File: src/rtl/clkdiv_pkg.sv
`timescale 1ns/1ps
package clkdiv_pkg;
  localparam int NUM_CH       = 4;
  localparam int FIELD_W      = 6;
  localparam int FIELD_BASE   = 1;
  localparam int FIELD_STRIDE = FIELD_W + 1;
  localparam int DATA_W       = 32;
  localparam int NRST_BIT     = 10;
  localparam int ERR_BASE     = 16;
  localparam int CODED_CH     = 0;
  localparam int CODED_RESET  = 2;

  typedef logic [FIELD_W-1:0] ratio_t;

  typedef struct packed {
    logic   [NUM_CH-1:0] load;
    ratio_t [NUM_CH-1:0] ratio;
  } divStb_t;

  // index -> ratio for the coded channel; 0 means illegal
  function automatic ratio_t codedRatio(input ratio_t idx);
    case (idx)
      6'd1:    return 6'd2;
      6'd2:    return 6'd1;
      6'd3:    return 6'd3;
      6'd4:    return 6'd4;
      6'd5:    return 6'd6;
      6'd6:    return 6'd5;
      6'd7:    return 6'd7;
      6'd8:    return 6'd8;
      6'd9:    return 6'd10;
      6'd10:   return 6'd9;
      default: return '0;
    endcase
  endfunction

  function automatic logic [DATA_W-1:0] resetWord0();
    logic [DATA_W-1:0] w;
    w = '0;
    for (int c = 0; c < NUM_CH; c++) begin
      w[FIELD_BASE + c*FIELD_STRIDE +: FIELD_W] =
        (c == CODED_CH) ? ratio_t'(CODED_RESET) : ratio_t'(1);
    end
    return w;
  endfunction
endpackage

File: src/rtl/clkdiv_ctrl.sv
`timescale 1ns/1ps
module clkdiv_ctrl
  import clkdiv_pkg::*;
#(
  parameter int ADDR_W = 3
) (
  input  logic              clk,
  input  logic              rst_n,
  input  logic              wrEn,
  input  logic [ADDR_W-1:0] wrAddr,
  input  logic [DATA_W-1:0] wrData,
  input  logic [ADDR_W-1:0] rdAddr,
  output logic [DATA_W-1:0] rdData,
  output divStb_t           stb,
  output logic              dividerRun
);
  localparam logic [ADDR_W-1:0] OFS_W0 = ADDR_W'(0);
  localparam logic [ADDR_W-1:0] OFS_W1 = ADDR_W'(4);

  logic [DATA_W-1:0] word0, word1;
  logic [NUM_CH-1:0] loadNow, loadPrev, loadEdge, legal, errSticky;
  ratio_t            decRatio [NUM_CH];

  always_ff @(posedge clk or negedge rst_n) begin
    if (!rst_n) begin
      word0 <= resetWord0();
      word1 <= '0;
    end else if (wrEn) begin
      if (wrAddr == OFS_W0) word0 <= wrData;
      if (wrAddr == OFS_W1) word1 <= wrData;
    end
  end

  assign dividerRun = word1[NRST_BIT];

  always_comb begin
    for (int c = 0; c < NUM_CH; c++) begin
      ratio_t field;
      field       = word0[FIELD_BASE + c*FIELD_STRIDE +: FIELD_W];
      loadNow[c]  = word0[FIELD_BASE + c*FIELD_STRIDE + FIELD_W];
      decRatio[c] = (c == CODED_CH) ? codedRatio(field) : field;
      legal[c]    = (decRatio[c] != '0);
    end
    loadEdge = loadNow & ~loadPrev & {NUM_CH{dividerRun}};
  end

  always_ff @(posedge clk or negedge rst_n) begin
    if (!rst_n) begin
      loadPrev  <= '0;
      errSticky <= '0;
      stb       <= '0;
    end else begin
      loadPrev  <= loadNow;
      errSticky <= errSticky | (loadEdge & ~legal);
      stb.load  <= loadEdge & legal;
      for (int c = 0; c < NUM_CH; c++) stb.ratio[c] <= decRatio[c];
    end
  end

  always_comb begin
    rdData = '0;
    if (rdAddr == OFS_W0) rdData = word0;
    if (rdAddr == OFS_W1) begin
      rdData = word1;
      rdData[ERR_BASE +: NUM_CH] = word1[ERR_BASE +: NUM_CH] | errSticky;
    end
  end
endmodule

File: src/rtl/clkdiv_dp.sv
`timescale 1ns/1ps
module clkdiv_dp
  import clkdiv_pkg::*;
(
  input  logic                      clk,
  input  logic                      rst_n,
  input  divStb_t                   stb,
  output logic [NUM_CH-1:0]         divClk,
  output logic [NUM_CH*FIELD_W-1:0] curFlat,
  output logic [NUM_CH-1:0]         qFlat
);
  localparam int WIDE_W = FIELD_W + 1;

  ratio_t            cur  [NUM_CH];
  ratio_t            pend [NUM_CH];
  ratio_t            cnt  [NUM_CH];
  logic [NUM_CH-1:0] pendV, q;

  always_ff @(posedge clk or negedge rst_n) begin
    if (!rst_n) begin
      for (int c = 0; c < NUM_CH; c++) begin
        cur[c]  <= ratio_t'(1);
        pend[c] <= ratio_t'(1);
        cnt[c]  <= '0;
      end
      pendV <= '0;
      q     <= '1;
    end else begin
      for (int c = 0; c < NUM_CH; c++) begin
        logic [WIDE_W-1:0] hiLen, nxt;
        hiLen = ({1'b0, cur[c]} + WIDE_W'(1)) >> 1;
        nxt   = {1'b0, cnt[c]} + WIDE_W'(1);
        if (cnt[c] == cur[c] - ratio_t'(1)) begin
          // period boundary: output rises, pending ratio applies
          cnt[c] <= '0;
          q[c]   <= 1'b1;
          if (pendV[c]) begin
            cur[c]   <= pend[c];
            pendV[c] <= 1'b0;
          end
        end else begin
          cnt[c] <= nxt[FIELD_W-1:0];
          q[c]   <= (nxt < hiLen);
        end
        if (stb.load[c]) begin
          pend[c]  <= stb.ratio[c];
          pendV[c] <= 1'b1;
        end
      end
    end
  end

  for (genvar g = 0; g < NUM_CH; g++) begin : g_out
    assign divClk[g] = (cur[g] == ratio_t'(1)) ? clk : q[g];
    assign curFlat[g*FIELD_W +: FIELD_W] = cur[g];
  end
  assign qFlat = q;
endmodule

File: src/rtl/clkdiv_bank.sv
`timescale 1ns/1ps
module clkdiv_bank
  import clkdiv_pkg::*;
#(
  parameter int ADDR_W = 3
) (
  input  logic              clk,
  input  logic              rst_n,
  input  logic              wrEn,
  input  logic [ADDR_W-1:0] wrAddr,
  input  logic [DATA_W-1:0] wrData,
  input  logic [ADDR_W-1:0] rdAddr,
  output logic [DATA_W-1:0] rdData,
  output logic [NUM_CH-1:0] divClk
);
  divStb_t                   stb;
  logic                      dividerRun;
  logic [NUM_CH*FIELD_W-1:0] curFlat;
  logic [NUM_CH-1:0]         qFlat;

  clkdiv_ctrl #(.ADDR_W(ADDR_W)) i_ctrl (
    .clk(clk), .rst_n(rst_n), .wrEn(wrEn), .wrAddr(wrAddr), .wrData(wrData),
    .rdAddr(rdAddr), .rdData(rdData), .stb(stb), .dividerRun(dividerRun)
  );

  clkdiv_dp i_dp (
    .clk(clk), .rst_n(rst_n), .stb(stb),
    .divClk(divClk), .curFlat(curFlat), .qFlat(qFlat)
  );
endmodule

File: config.mk
export PLATFORM = sky130hd
export DESIGN_NAME = clkdiv_bank
export DESIGN_NICKNAME = d
export VERILOG_FILES = /design/src/rtl/clkdiv_pkg.sv /design/src/rtl/clkdiv_ctrl.sv /design/src/rtl/clkdiv_dp.sv /design/src/rtl/clkdiv_bank.sv
export SDC_FILE = /design/constraint.sdc
export NUM_CORES = 1
export LEC_CHECK = 0
export ABC_AREA = 1
export BUFFER_PORTS_ARGS = -buffer_cell sky130_fd_sc_hd__buf_2
export CORE_UTILIZATION = 54
export DETAILED_ROUTE_END_ITERATION = 7
export GPL_ROUTABILITY_DRIVEN = 0
export PLACE_DENSITY = 0.76
export SLEW_MARGIN = 10
export SYNTH_ARGS = -nofsm -noshare
export SYNTH_HDL_FRONTEND = slang
export SYNTH_SLANG_ARGS = --single-unit
File: constraint.sdc
create_clock -name clk -period 1.8 [get_ports clk]
set_input_delay 0.36 -clock clk [delete_from_list [all_inputs] [get_ports clk]]
set_output_delay 0.36 -clock clk [all_outputs]
set_load 0.005 [all_outputs]
==> results.ini, run 1 <==
[status]
status=finished, violations left
failed_checks=negative setup slack

[synthesis]
ys_seq_elements=174
yosys_warnings=0
netlist_instances=1070
syn-mean-instance-area_um2=8.05
synth.distinct_cells=31
ys_seq_area_frac=0.508
syn_area_mm2=0.00861
syn-num-nets=1145

[grt]
grt_util_all_layers=0.277
grt_pass1_wl_mm=35.5
grt_max_degree=65
grt_pass1_vias=7538
antenna_found_initial=1
grt-ovfl-total=0

[final_layout]
most-common-layout-cells=nand2_1, dfrtp_1, inv_1
fin_cells=1467
final_common_cell=nand2_1
nFillCells=1001
antennaDiodeCount=0
register_area_mm2=0.00438
final_nets=1318
syn2layout_area_growth_pct=31.6
final_layout_size_suffix_gt1_frac=0.279
final_util=0.737
multi_input_area_mm2=0.00417

[setup_path]
cp.arrival_ns=2.34
start_kind=register
path_max_fanout=7
cp_common_cell=nand2_1
critical_path_buf_inv_count=3
cp-end-kind=register
r2r_cells=12
crit_chain=buf_6 -> inv_4 -> ha_4 -> or2_1 -> nand2_1 -> nand2_1 -> nand2_1 -> nand3b_1 -> nor2_2 -> buf_6 -> nand3_2 -> nand2_1
r2r_end=i_dp.curFlat[13]$_DFFE_PN0P_
slowest_delay_ns=0.57
r2r_slack_ns=-0.26
r2r_start=i_dp.curFlat[12]$_DFFE_PN1P_
crit_slowest_cell=dfstp_2
critPathTopFamily=simple AND/OR/NAND/NOR gates
worstSetupPathType=reg2reg
critPathRequiredTime_ns=2.09

[detailed_routing]
drt_iter0_drc=686
num_vias=7862
wl_per_cell_um=15.6
drcViolationCount=0
viasPerCell=5.36
routed_wl_mm=22.9
ant_nets=0
firstDrtPassIters=6

[sta]
rsz0062_at_grt=true
period_share=1.14
worst_slack_ns=-0.255
drv_slew=0
finalSetupViolations=48
relSlewSlack=0.660
fin_skew_ns=0.310
max_freq_mhz=487
post-route-min-period_ns=2.06
worst_pin_slew_ns=0.510
hold_ws_ns=0.0144
finalHoldViolCount=0

[placed_design]
place.port_buffers=76
hpwl_mm=12.9
place_inst=1378
pre_cts_ws_ns=-0.125

[worst_hold_path]
hold_path.class=in2reg
hold_start=wrData[1]
hold_end=i_ctrl.word1[1]$_DFFE_PN0P_
holdPathStages=3

[clock_tree]
insertion_delay_ns=0.66
cts_tree=built
numCtsBuffers=17
htree_levels=4
clock_path_buffers=2
cts.clk_slew.worst_paths_ns=0.07
cts-root-buf=clkbuf_16

[floorplanning]
start_util=0.560
dieWidth_um=128
ioPinCount=77
chipHeight_um=128
core_area_mm2=0.0154
dieArea_mm2=0.0165
row_count=45

[pwr]
power_mw=10.4
power_leakage_nw=5.91
power.density_mw_per_mm2=919
ir_worst_vdd_v=0.000610

[run]
drv_cap=0

how the worst max path moves through the flow:
stage / from / to / slack, ns / cells after the start
floorplan: i_dp.curFlat[12]$_DFFE_PN1P_ / i_dp.curFlat[14]$_DFFE_PN0P_ / 0.004 / 11
global placement: i_dp.curFlat[6]$_DFFE_PN1P_ / i_dp.curFlat[6]$_DFFE_PN1P_ / -0.05 / 11
detailed placement: i_dp.curFlat[12]$_DFFE_PN1P_ / i_dp.curFlat[16]$_DFFE_PN0P_ / -0.13 / 11
CTS: i_dp.curFlat[18]$_DFFE_PN1P_ / divClk[3] / -0.15 / 6
global route: i_dp.curFlat[12]$_DFFE_PN1P_ / i_dp.qFlat[2]$_DFF_PN1_ / -0.37 / 10
finish: i_dp.curFlat[12]$_DFFE_PN1P_ / i_dp.curFlat[13]$_DFFE_PN0P_ / -0.26 / 12
worst register-to-register path, delay by kind of cell, from the launching register on:
kind	cells	cell delay, ns
AND/OR/NAND/NOR	8	0.95
flip-flops	1	0.57
adder cells (fa/ha/maj)	1	0.14
buffers and inverters	3	0.32
kinds of logic after synthesis:
family	count (synthesis)	synth area share
AO/OA/AOI/OAI	107	0.0644
XOR/XNOR	28	0.0302
adder cells (fa/ha/maj)	34	0.0494
buffers and inverters	174	0.0779
flip-flops	174	0.508
AND/OR/NAND/NOR	553	0.270
what timing repair did:
action | in CTS | in global routing
endpoints found under the hold margin | 85 | 0
endpoints found under the setup margin | 63 | 75
pin swaps | 58 | 51
resized for setup | 96 | 99
hold buffers | 19 | 0
buffers inserted | 26 | 11
metal layers:
| layer | track usage | up-vias | share of wire | routed length (um) |
|---|---|---|---|---|
| met3 | 0.0588 | 99 | 0.052 | 1190 |
| met5 | 0 | - | 0.00048 | 11 |
| li1 | - | 3736 | - | - |
| met4 | 0.137 | 2 | 0.037 | 844 |
| met1 | 0.345 | 3694 | 0.41 | 9490 |
| met2 | 0.458 | 331 | 0.50 | 11400 |
cell usage after synthesis, drive strengths merged:
cell type | instances | area (um2)
ha | 34 | 425
nand4 | 24 | 150
xnor2 | 7 | 61.3
nor4 | 1 | 6.26
buf | 10 | 55.1
xor2 | 21 | 199
a21o | 1 | 7.51
clkbuf | 22 | 82.6
dfrtp | 158 | 3950
nand3 | 88 | 445
dfstp | 16 | 420
a21oi | 7 | 35.0
o221ai | 1 | 8.76
a31oi | 2 | 12.5
o21ai | 92 | 460
or2 | 3 | 18.8
inv | 142 | 533
nand2 | 355 | 1340
nor2 | 67 | 267
nor3 | 9 | 56.3
o21bai | 4 | 30.0
nand3b | 6 | 45.0
state kept, by name, summed over array words and instances, names as in the netlist, 22 cells and up:
register and cells:
i_dp.cnt 24, i_ctrl.word1 32, i_ctrl.stb 26, i_dp.curFlat 22, i_ctrl.word0 32, i_dp.pend 22
stage by stage:
step | TNS (ns) | cell area [um2]
after global placement | -0.559 | 9600
after CTS | -2.36 | 11000
final | -5.37 | 11300
after floorplan | 0 | 8620
after detailed placement | -2.21 | 9600
after global routing | -8.77 | 11300
power breakdown:
part	total [mW]	switching [mW]	internal, mW
registers	5.19	0.558	4.63
logic	1.15	0.663	0.487
clock network	4.07	1.76	2.31
final cells by class:
| class | count | area share |
|---|---|---|
| Inverter | 141 | 0.0482 |
| Timing Repair Buffer | 172 | 0.115 |
| Clock buffer | 31 | 0.0449 |
| Sequential cell | 174 | 0.387 |
| Tap cell | 211 | 0.0233 |
| Multi-Input combinational cell | 722 | 0.368 |
| Clock inverter | 16 | 0.0142 |
(Power assumes the default switching activity.)
==> run 2: changes to the inputs <==
--- a/config.mk
+++ b/config.mk
@@ -7,10 +7,13 @@
 export LEC_CHECK = 0
 export ABC_AREA = 1
 export BUFFER_PORTS_ARGS = -buffer_cell sky130_fd_sc_hd__buf_2
-export CORE_UTILIZATION = 54
+export CELL_PAD_IN_SITES_DETAIL_PLACEMENT = 0
+export CELL_PAD_IN_SITES_GLOBAL_PLACEMENT = 1
+export CORE_UTILIZATION = 40
 export DETAILED_ROUTE_END_ITERATION = 7
 export GPL_ROUTABILITY_DRIVEN = 0
-export PLACE_DENSITY = 0.76
+export PLACE_DENSITY_LB_ADDON = 0.1
+export REMOVE_ABC_BUFFERS = 1
 export SLEW_MARGIN = 10
 export SYNTH_ARGS = -nofsm -noshare
 export SYNTH_HDL_FRONTEND = slang
==> results.ini, run 2 (synthesis gave the netlist of run 1 again) <==
[setup_path]
critPathTopFamily=flip-flops
r2r_slack_ns=-0.14
cp.arrival_ns=2.18
start_kind=register
cp-end-kind=register
critPathRequiredTime_ns=2.03
slowest_delay_ns=0.55
crit_slowest_cell=dfstp_2
path_max_fanout=4
crit_chain=buf_6 -> ha_2 -> nand3_2 -> nor2_1 -> nand2_1 -> ha_1 -> inv_1 -> o221ai_2 -> inv_1 -> nand2_1 -> o21ai_1
critical_path_buf_inv_count=3
worstSetupPathType=reg2reg

[status]
failed_checks=negative setup slack
status=finished, violations left

[detailed_routing]
viasPerCell=4.64
firstDrtPassIters=4
drt_iter0_drc=320
ant_nets=0
wl_per_cell_um=13.1
drcViolationCount=0
routed_wl_mm=20.0
num_vias=7083

[pwr]
switching_share=0.291
p_int_mw=7.31
ir_worst_vdd_v=0.000647
p_sw_mw=3.01
power.density_mw_per_mm2=912
pwr-share-clk=0.404
combPwrFrac=0.098
power_leakage_nw=5.91
pwr-share-seq=0.498

[floorplanning]
dieArea_mm2=0.0221
chipHeight_um=149
row_count=53
ioPinCount=77
start_util=0.408
dieWidth_um=149
core_area_mm2=0.0211

[placed_design]
pre_cts_ws_ns=-0.150
hpwl_mm=13.9
place.port_buffers=76

[sta]
drv_slew=0
worst_slack_ns=-0.142
fin_skew_ns=0.248
relSlewSlack=0.607
rsz0062_at_grt=true
period_share=1.08
setup_tns_ns=-2.01
finalHoldViolCount=0
post-route-min-period_ns=1.94
finalSetupViolations=30
worst_pin_slew_ns=0.590
max_freq_mhz=515

[grt]
grt_pass1_wl_mm=34.2
grt_util_all_layers=0.195
antenna_found_initial=0
grt-ovfl-total=0
grt_max_degree=65
grt_pass1_vias=7030

[clock_tree]
numCtsBuffers=17
insertion_delay_ns=0.55
cts.clk_slew.worst_paths_ns=0.08
cts_tree=built
cts-root-buf=clkbuf_16
clock_path_buffers=2
htree_levels=4

[final_layout]
nFillCells=2044
final_nets=1315
reg_top3=i_ctrl.word0: 32 flops, i_ctrl.word1: 32 flops, i_ctrl.stb: 26 flops
syn2layout_area_growth_pct=31.4
antennaDiodeCount=0
final_layout_size_suffix_gt1_frac=0.274
final_common_cell=nand2_1
most-common-layout-cells=nand2_1, dfrtp_1, inv_1

[worst_hold_path]
hold_path.class=in2reg

[run]
drv_cap=0

[run 2: layout make-up]
| cell class | instances | area (um2) | share of cell area |
|---|---|---|---|
| multi-input combinational | 722 | 4070 | 0.360 |
| clock buffer | 27 | 522 | 0.0461 |
| clock inverter | 18 | 205 | 0.0181 |
| timing repair buffer | 171 | 1250 | 0.111 |
| inverter | 141 | 537 | 0.0475 |
| tap | 275 | 344 | 0.0304 |
| sequential | 174 | 4380 | 0.387 |
[run 2: metal layers]
layer | up-vias | track usage | routed length (um)
li1 | 3704 | - | -
met1 | 3260 | 0.280 | 10000
met2 | 106 | 0.298 | 9090
met3 | 13 | 0.0399 | 679
met4 | 0 | 0.0541 | 145
met5 | - | 0 | 0
[run 2: tightest hold or removal path, delay by kind of cell]
family / cells / cell delay (ns)
compound gates: 1 / 0.08
buf+inv: 2 / 0.14
[run 2: metrics by stage]
step                total power, mW  instances   util  hold WS (ns)  cell area, um2
floorplan                      5.66       1038      -        0.0644            8470
global placement               6.14       1456  0.464         0.278            9770
detailed placement             6.16       1456  0.464         0.273            9770
CTS                            10.4       1515  0.520        0.0120           11000
global route                   11.0       1528  0.536        0.0453           11300
finish                         10.3       1528  0.536        0.0233           11300
[run 2: power by group through the flow]
stage,registers (mW),clock network (mW),logic [mW]
3_3_place_gp,5.16,0.0184,0.956
3_5_place_dp,5.17,0.0184,0.972
5_1_grt,5.24,4.50,1.22
4_1_cts,5.14,4.25,0.982
6_report,5.14,4.16,1.01
2_1_floorplan,5.03,0.0184,0.618
[run 2: final timing paths]
path,startpoint,to,depth (start not counted)
min in group asynchronous,rst_n,i_dp.curFlat[16]$_DFFE_PN0P_,2
worst max register to register,i_dp.curFlat[12]$_DFFE_PN1P_,i_dp.qFlat[2]$_DFF_PN1_,11
worst min-delay path,wrData[2],i_ctrl.word0[2]$_DFFE_PN1P_,3
worst min register to register,i_ctrl.stb[19]$_DFF_PN0_,i_dp.pend[1]$_DFFE_PN0P_,2
worst max-delay path,i_dp.curFlat[12]$_DFFE_PN1P_,i_dp.qFlat[2]$_DFF_PN1_,11
max in group asynchronous,rst_n,i_dp.qFlat[2]$_DFF_PN1_,3
[run 2: what timing repair did]
| action | in CTS | in global routing |
|---|---|---|
| buffers inserted | 22 | 15 |
| hold buffers | 1 | 0 |
| setup endpoints to repair | 59 | 66 |
| resized for setup | 87 | 76 |
| cloned | 1 | 0 |
| pin swaps | 43 | 33 |
| endpoints found under the hold margin | 23 | 0 |
